===== config.mk =====
export PLATFORM = sky130hd
export DESIGN_NAME = pixel_out_fmt
export DESIGN_NICKNAME = d
export VERILOG_FILES = /design/src/rtl/pof_pkg.sv /design/src/rtl/pof_qualify.sv /design/src/rtl/pof_delay.sv /design/src/rtl/pof_encode.sv /design/src/rtl/pixel_out_fmt.sv
export SDC_FILE = /design/constraint.sdc
export NUM_CORES = 1
export LEC_CHECK = 0
export BUFFER_PORTS_ARGS = -buffer_cell sky130_fd_sc_hd__buf_4
export CORE_ASPECT_RATIO = 2
export CORE_MARGIN = 5
export CORE_UTILIZATION = 45
export CTS_BUF_LIST = sky130_fd_sc_hd__clkbuf_2 sky130_fd_sc_hd__clkbuf_4 sky130_fd_sc_hd__clkbuf_8
export CTS_CLUSTER_SIZE = 10
export DETAILED_ROUTE_END_ITERATION = 8
export HOLD_SLACK_MARGIN = 0.15
export PLACE_DENSITY_LB_ADDON = 0.08
export SLEW_MARGIN = 5
export SYNTH_ARGS = -nofsm -noshare
export SYNTH_HDL_FRONTEND = slang
export SYNTH_HIERARCHICAL = 1
export SYNTH_SLANG_ARGS = --single-unit

===== constraint.sdc =====
create_clock -name clk -period 3.88 [get_ports clk]
set_clock_uncertainty 0.15 [all_clocks]
set_input_delay 0.194 -clock clk [delete_from_list [all_inputs] [get_ports clk]]
set_output_delay 0.194 -clock clk [all_outputs]
set_load 0.05 [all_outputs]

===== src/rtl/pof_pkg.sv =====
// Package: defaults and polarity helper shared by the output formatter.
// Assumes: all users take their widths from these defaults unless overridden.
package pof_pkg;
    localparam int DEF_PIX_W   = 12;
    localparam int DEF_CLAMP_W = 8;
    localparam int DEF_LAT     = 9;

    typedef enum logic {
        POL_LOW  = 1'b0,
        POL_HIGH = 1'b1
    } pol_e;

    // Return 1 when the raw level equals the programmed active level.
    function automatic logic is_active(input logic raw, input pol_e pol);
        return (pol == POL_HIGH) ? raw : ~raw;
    endfunction
endpackage


===== src/rtl/pof_qualify.sv =====
// Module: input qualification. It applies the programmed polarities to the
// blanking input and the data clock, and lets the clamp window override
// blanking. Purely combinational; clk/rst_n serve the assertion only.
module pof_qualify
    import pof_pkg::*;
(
    input  logic clk,
    input  logic rst_n,
    input  logic pblk_raw,
    input  logic pblk_pol,
    input  logic clp_win,
    input  logic dclk_raw,
    input  logic dclk_pol,
    output logic blank_o,
    output logic dclk_act_o
);
    logic pblk_act;

    // Resolve polarity and the clamp-over-blank priority.
    always_comb begin
        pblk_act   = is_active(pblk_raw, pol_e'(pblk_pol));
        dclk_act_o = is_active(dclk_raw, pol_e'(dclk_pol));
        blank_o    = pblk_act & ~clp_win;
    end

    // a clamp window sample never yields a blank flag.
    assert_clamp_wins_R5: assert property (@(posedge clk) disable iff (!rst_n)
        clp_win |-> !blank_o);
endmodule


===== src/rtl/pof_delay.sv =====
// Module: fixed-depth delay line that carries each pixel code together
// with its blank flag. Assumes DEPTH >= 1; reset clears every stage.
module pof_delay #(
    parameter int W     = 13,
    parameter int DEPTH = 8
) (
    input  logic         clk,
    input  logic         rst_n,
    input  logic [W-1:0] din,
    output logic [W-1:0] dout
);
    logic [W-1:0] stage_q [DEPTH];

    for (genvar g = 0; g < DEPTH; g++) begin : g_stage
        if (g == 0) begin : g_head
            // First stage captures the input word.
            always_ff @(posedge clk) begin
                if (!rst_n) stage_q[g] <= '0;
                else        stage_q[g] <= din;
            end
        end else begin : g_body
            // Later stages shift the word by one.
            always_ff @(posedge clk) begin
                if (!rst_n) stage_q[g] <= '0;
                else        stage_q[g] <= stage_q[g-1];
            end
        end
    end

    assign dout = stage_q[DEPTH-1];
endmodule


===== src/rtl/pof_encode.sv =====
// Module: output value selection. It substitutes zero or the clamp level
// for blanked pixels and then applies Gray coding when enabled.
// Assumes CLAMP_W <= PIX_W. Combinational; clk/rst_n serve assertions only.
module pof_encode #(
    parameter int PIX_W   = 12,
    parameter int CLAMP_W = 8
) (
    input  logic               clk,
    input  logic               rst_n,
    input  logic               blank,
    input  logic [PIX_W-1:0]   code_in,
    input  logic [CLAMP_W-1:0] clamp_level,
    input  logic               cfg_blank_lvl,
    input  logic               cfg_gray,
    output logic [PIX_W-1:0]   code_out
);
    logic [PIX_W-1:0] val;

    // Pick the post-blanking value, then code it.
    always_comb begin
        if (!blank)             val = code_in;
        else if (cfg_blank_lvl) val = PIX_W'(clamp_level);
        else                    val = '0;
        code_out = cfg_gray ? (val ^ (val >> 1)) : val;
    end

    // blank to zero gives zero in either coding.
    assert_blank_zero_R3: assert property (@(posedge clk) disable iff (!rst_n)
        (blank && !cfg_blank_lvl) |-> (code_out == '0));

    // consecutive unblanked codes differ in one Gray output bit.
    assert_gray_step_R6: assert property (@(posedge clk) disable iff (!rst_n)
        (cfg_gray && $past(cfg_gray) && !blank && !$past(blank) &&
         code_in == PIX_W'($past(code_in) + 1'b1))
        |-> ($countones(code_out ^ $past(code_out)) == 1));
endmodule


===== src/rtl/pixel_out_fmt.sv =====
// Module: pixel output formatter (top). It delays each code through a
// LAT-register path, applies blanking and coding, and then uses the output
// register (latched mode) or bypasses it (transparent mode).
// Assumes: LAT >= 2, all control inputs synchronous to clk.
module pixel_out_fmt
    import pof_pkg::*;
#(
    parameter int PIX_W   = DEF_PIX_W,
    parameter int CLAMP_W = DEF_CLAMP_W,
    parameter int LAT     = DEF_LAT
) (
    input  logic               clk,
    input  logic               rst_n,
    input  logic [PIX_W-1:0]   pix_code,
    input  logic               dclk,
    input  logic               pblk,
    input  logic               clp_win,
    input  logic [CLAMP_W-1:0] clamp_level,
    input  logic               cfg_blank_lvl,
    input  logic               cfg_gray,
    input  logic               cfg_transparent,
    input  logic               cfg_tristate,
    input  logic               cfg_dclk_pol,
    input  logic               cfg_pblk_pol,
    output logic [PIX_W-1:0]   data_out,
    output logic               data_oe
);
    localparam int DEPTH = LAT - 1;
    localparam int SW    = PIX_W + 1;

    logic             blank_in;
    logic             dclk_act;
    logic [SW-1:0]    tail;
    logic [PIX_W-1:0] enc;
    logic [PIX_W-1:0] out_q;

    pof_qualify u_qual (
        .clk        (clk),
        .rst_n      (rst_n),
        .pblk_raw   (pblk),
        .pblk_pol   (cfg_pblk_pol),
        .clp_win    (clp_win),
        .dclk_raw   (dclk),
        .dclk_pol   (cfg_dclk_pol),
        .blank_o    (blank_in),
        .dclk_act_o (dclk_act)
    );

    pof_delay #(.W(SW), .DEPTH(DEPTH)) u_delay (
        .clk   (clk),
        .rst_n (rst_n),
        .din   ({blank_in, pix_code}),
        .dout  (tail)
    );

    pof_encode #(.PIX_W(PIX_W), .CLAMP_W(CLAMP_W)) u_enc (
        .clk           (clk),
        .rst_n         (rst_n),
        .blank         (tail[SW-1]),
        .code_in       (tail[PIX_W-1:0]),
        .clamp_level   (clamp_level),
        .cfg_blank_lvl (cfg_blank_lvl),
        .cfg_gray      (cfg_gray),
        .code_out      (enc)
    );

    // Output register: loads only while the data clock is active.
    always_ff @(posedge clk) begin
        if (!rst_n)        out_q <= '0;
        else if (dclk_act) out_q <= enc;
    end

    // Output selection between register and transparent path.
    always_comb begin
        data_out = cfg_transparent ? enc : out_q;
        data_oe  = ~cfg_tristate;
    end

    // an inactive data clock leaves the output register untouched.
    assert_dclk_hold_R7: assert property (@(posedge clk) disable iff (!rst_n)
        !dclk_act |=> $stable(out_q));
endmodule


==> metrics.md <==
| Metric | Value |
|---|---|
| Setup TNS | 0 ns |
| Final core occ | 0.5415 |
| Crit path DAT | 2.23 ns |
| Post-synthesis simple-gate area fraction | 0.2124 |
| Die Height | approximately 140 microns |
| GRT Total Usage | 0.1092 |
| Worst EP required | 3.54 ns |
| IR drop worst, VDD | 351.5 uV |
| Post-synthesis adder-cell area fraction | 0 |
| Fill cells | 790 |
| Flip-flop and latch area | 2322 sq um |
| Register bit total from synthesis | 116 |
| # clock sinks | 116 |
| Layout cells sized above 1 | 0.2393 |
| Final Hold Fails | 0 |
| PD cells | around 490 nW/um^2 |
| Core area | 8588 sq um |
| Hold Path Origin | clamp_level[4] |
| Final RePlAce weighted congestion | 0.8271 |
| Antenna Nets Post-Route | 0 |
| Worst r2r src | u_delay/stage_q[3][25] |
| CP Cell Sequence | and2_1 > a32oi_1 > xor2_1 > mux2_2 > buf_4 |
| Nets | about 420 |
| Syn nets | 368 |
| Syn avg cell area | 11.64 sq um |
| Synthesized instance count | 337 |
| DRC | 0 |
| Worst-Skew Late Latency | 0.40 ns |
| Post-Synthesis Cell Area | roughly 4000 sq um |
| Port buffer count | 43 |
| Starting Density | 0.4567 |
| Mux share of post-synthesis cell area | 0.06507 |
| Layout area overhead | 18.56% |
| Slew headroom | 0.3569 |
| DIE WIDTH | 76.02 microns |
| Number of vias per cell | roughly 4.4 |
| Yosys cell types | 22 |
| Site Rows | 48 |
| Total Wirelength | 5286 microns |
| Crit-path leading delay family | flip-flops |
| Largest net degree at the start of global routing | roughly 120 |
| Number of I/O pins | 44 |
| Non-Filler Instances | 497 |
| Max stage delay on crit path | 0.63 ns |
| Crit path max fanout | 16 |
| Crit. End Element | primary output |
| Initial antenna violation count | 0 |
| Worst setup path startpoint | u_delay/stage_q[3][25] |
| Seq/Total Area, Yosys | 0.5920 |
| Main combinational cell family by area after synthesis | simple AND/OR/NAND/NOR gates |
| Fin crit period | about 2.6 ns |
| First-pass iteration count of the detailed router | 4 |
| Multi-input logic area | 1341 sq um |
| Vias in the first global route | roughly 2200 |
| Hold WC Path Type | in2reg |
| Clk slew on worst S/H paths | 0.06 ns |
| Synth Warn # | 6 |
| CP max stage cell | dfxtp_1 |
| CTS Root Cell | clkbuf_8 |
| Compound-Gate Fraction of Synth Area | 0.03349 |
| Detailed Route Iter0 Violations | 47 |
| Worst Setup Path Type | reg2out |
| Max Root-Sink Buffers | 2 |
| RSZ-0062 raised after global routing | no |
| Crit path launch type | register |
| Placed cells | 448 |
| Die area | roughly 11000 sq um |
| N_diodes | 0 |
| Outcome | finished, final reports clean |
| Leak Pwr | 2.002 nW |
| # H-tree levels | 4 |
| First-pass GRT wire length | 9246 microns |
| XOR/XNOR Fraction of Synth Area | 0.02903 |
| Max Clock Freq | 0.3888 GHz |
| Slew Viols, Final | 0 |
| Total CTS buffers | 17 |
| WL/cell | 10.64 microns |
| Via count | 2211 |
| Post_cts resized | 0 |
| Final worst-path cycle share | 0.6630 |
| Total gr overflow | 0 |
| Worst-Margin Slew | 0.9599 ns |
| WP buf/inv | 1 |
| CTS tree | yes |
| Finish-stage setup viols | 0 |
| Final hold slack | roughly 0.18 ns |
| Max_cap viols | 0 |
[final timing paths]
kind	to	slack (ns)	cells past startpoint
hold / removal	out_q[4]	0.18	5
setup reg to reg	out_q[2]	2.04	5
setup / recovery	data_out[5]	1.31	5
hold reg to reg	u_delay/stage_q[3][11]	0.27	1
[per-layer routing]
layer	vias to the layer above	global-route usage	part of all wire
met5	-	0	0
met4	0	0.07880	0.027
met3	12	0.05513	0.057
met2	52	0.1885	0.54
met1	1004	0.09583	0.38
li1	1143	-	-
[synthesized netlist by cell type, drive strengths merged]
cell type  number  area (sq um)
mux2i          12         120.1
o21ai           1         5.000
nand3           1         5.000
xnor2           1         8.760
nor2            4         15.01
a32oi           7         68.82
buf            31         259.0
a21oi           7         57.55
nor2b          20         125.1
clkbuf          1         3.750
inv             1         3.750
nand2           4         15.01
and2          106         665.6
and2b           1         7.510
mux2           12         135.1
xor2           12         105.1
dfxtp         116          2322
[registers in the layout (all words and copies together) (netlist names)]
signal / flops
u_delay/stage_q: 104
out_q: 12
[cells by family (layout without fill, tap and decap cells)]
kind of cell,after synthesis,after routing
XOR/XNOR,13,13
buffers and inverters,33,93
flip-flops,116,116
AO/OA/AOI/OAI,15,15
AND/OR/NAND/NOR,136,136
multiplexers,24,24
[power breakdown]
group	leakage (nW)	total, mW	switching, mW	internal (mW)
logic	0.865	0.0958	0.0414	0.0545
registers	0.942	1.22	0.00365	1.21
clock network	0.195	0.970	0.406	0.563
[worst reg2reg max path, stage by stage (launching register included)]
cell and delay (ns):
dfxtp_1 0.63, and2_1 0.38, a32oi_1 0.16, xor2_1 0.19, mux2i_1 0.16, nor2b_1 0.06
[what timing repair did]
action,CTS,global route
endpoints found under the hold margin,17,0
buffers inserted,0,0
hold buffers,18,0
setup endpoints to repair,0,0
[per-stage QoR]
step / setup slack [ns] / power [mW] / instance area (sq um)
2_1_floorplan: 2.147 / 1.298 / 3923
3_3_place_gp: 1.765 / 1.323 / 4115
6_report: 1.308 / 2.281 / 4651
3_5_place_dp: 1.726 / 1.326 / 4115
4_1_cts: 1.265 / 2.328 / 4651
5_1_grt: 1.148 / 2.397 / 4651
[final cells by class]
cell class | count | area share
Clock buffer | 25 | 0.06457
Sequential cell | 116 | 0.4993
Inverter | 1 | 0.0008071
Tap cell | 100 | 0.02690
Multi-Input combinational cell | 188 | 0.2884
Clock inverter | 6 | 0.01184
Timing Repair Buffer | 61 | 0.1082
[layout by cell type (no fill, tap or decap)]
| master | Yosys | layout |
|---|---|---|
| a21oi_1 | 1 | 1 |
| a21oi_2 | 6 | 6 |
| a32oi_1 | 6 | 6 |
| a32oi_2 | 1 | 1 |
| and2_1 | 105 | 105 |
| and2_4 | 1 | 1 |
| and2b_1 | 1 | 1 |
| buf_4 | 14 | 43 |
| bufinv_16 | 0 | 1 |
| clkbuf_4 | 0 | 7 |
| clkbuf_8 | 0 | 18 |
| clkinv_2 | 0 | 5 |
| dfxtp_1 | 116 | 116 |
| dlygate4sd3_1 | 0 | 18 |
| inv_1 | 1 | 1 |
| mux2_2 | 12 | 12 |
| mux2i_1 | 12 | 12 |
| nand2_1 | 4 | 4 |
| nand3_1 | 1 | 1 |
| nor2_1 | 4 | 4 |
| nor2b_1 | 20 | 20 |
| o21ai_0 | 1 | 1 |
| xnor2_2 | 0 | 1 |
| xor2_1 | 12 | 12 |
Power figures use the tool's default switching activity.
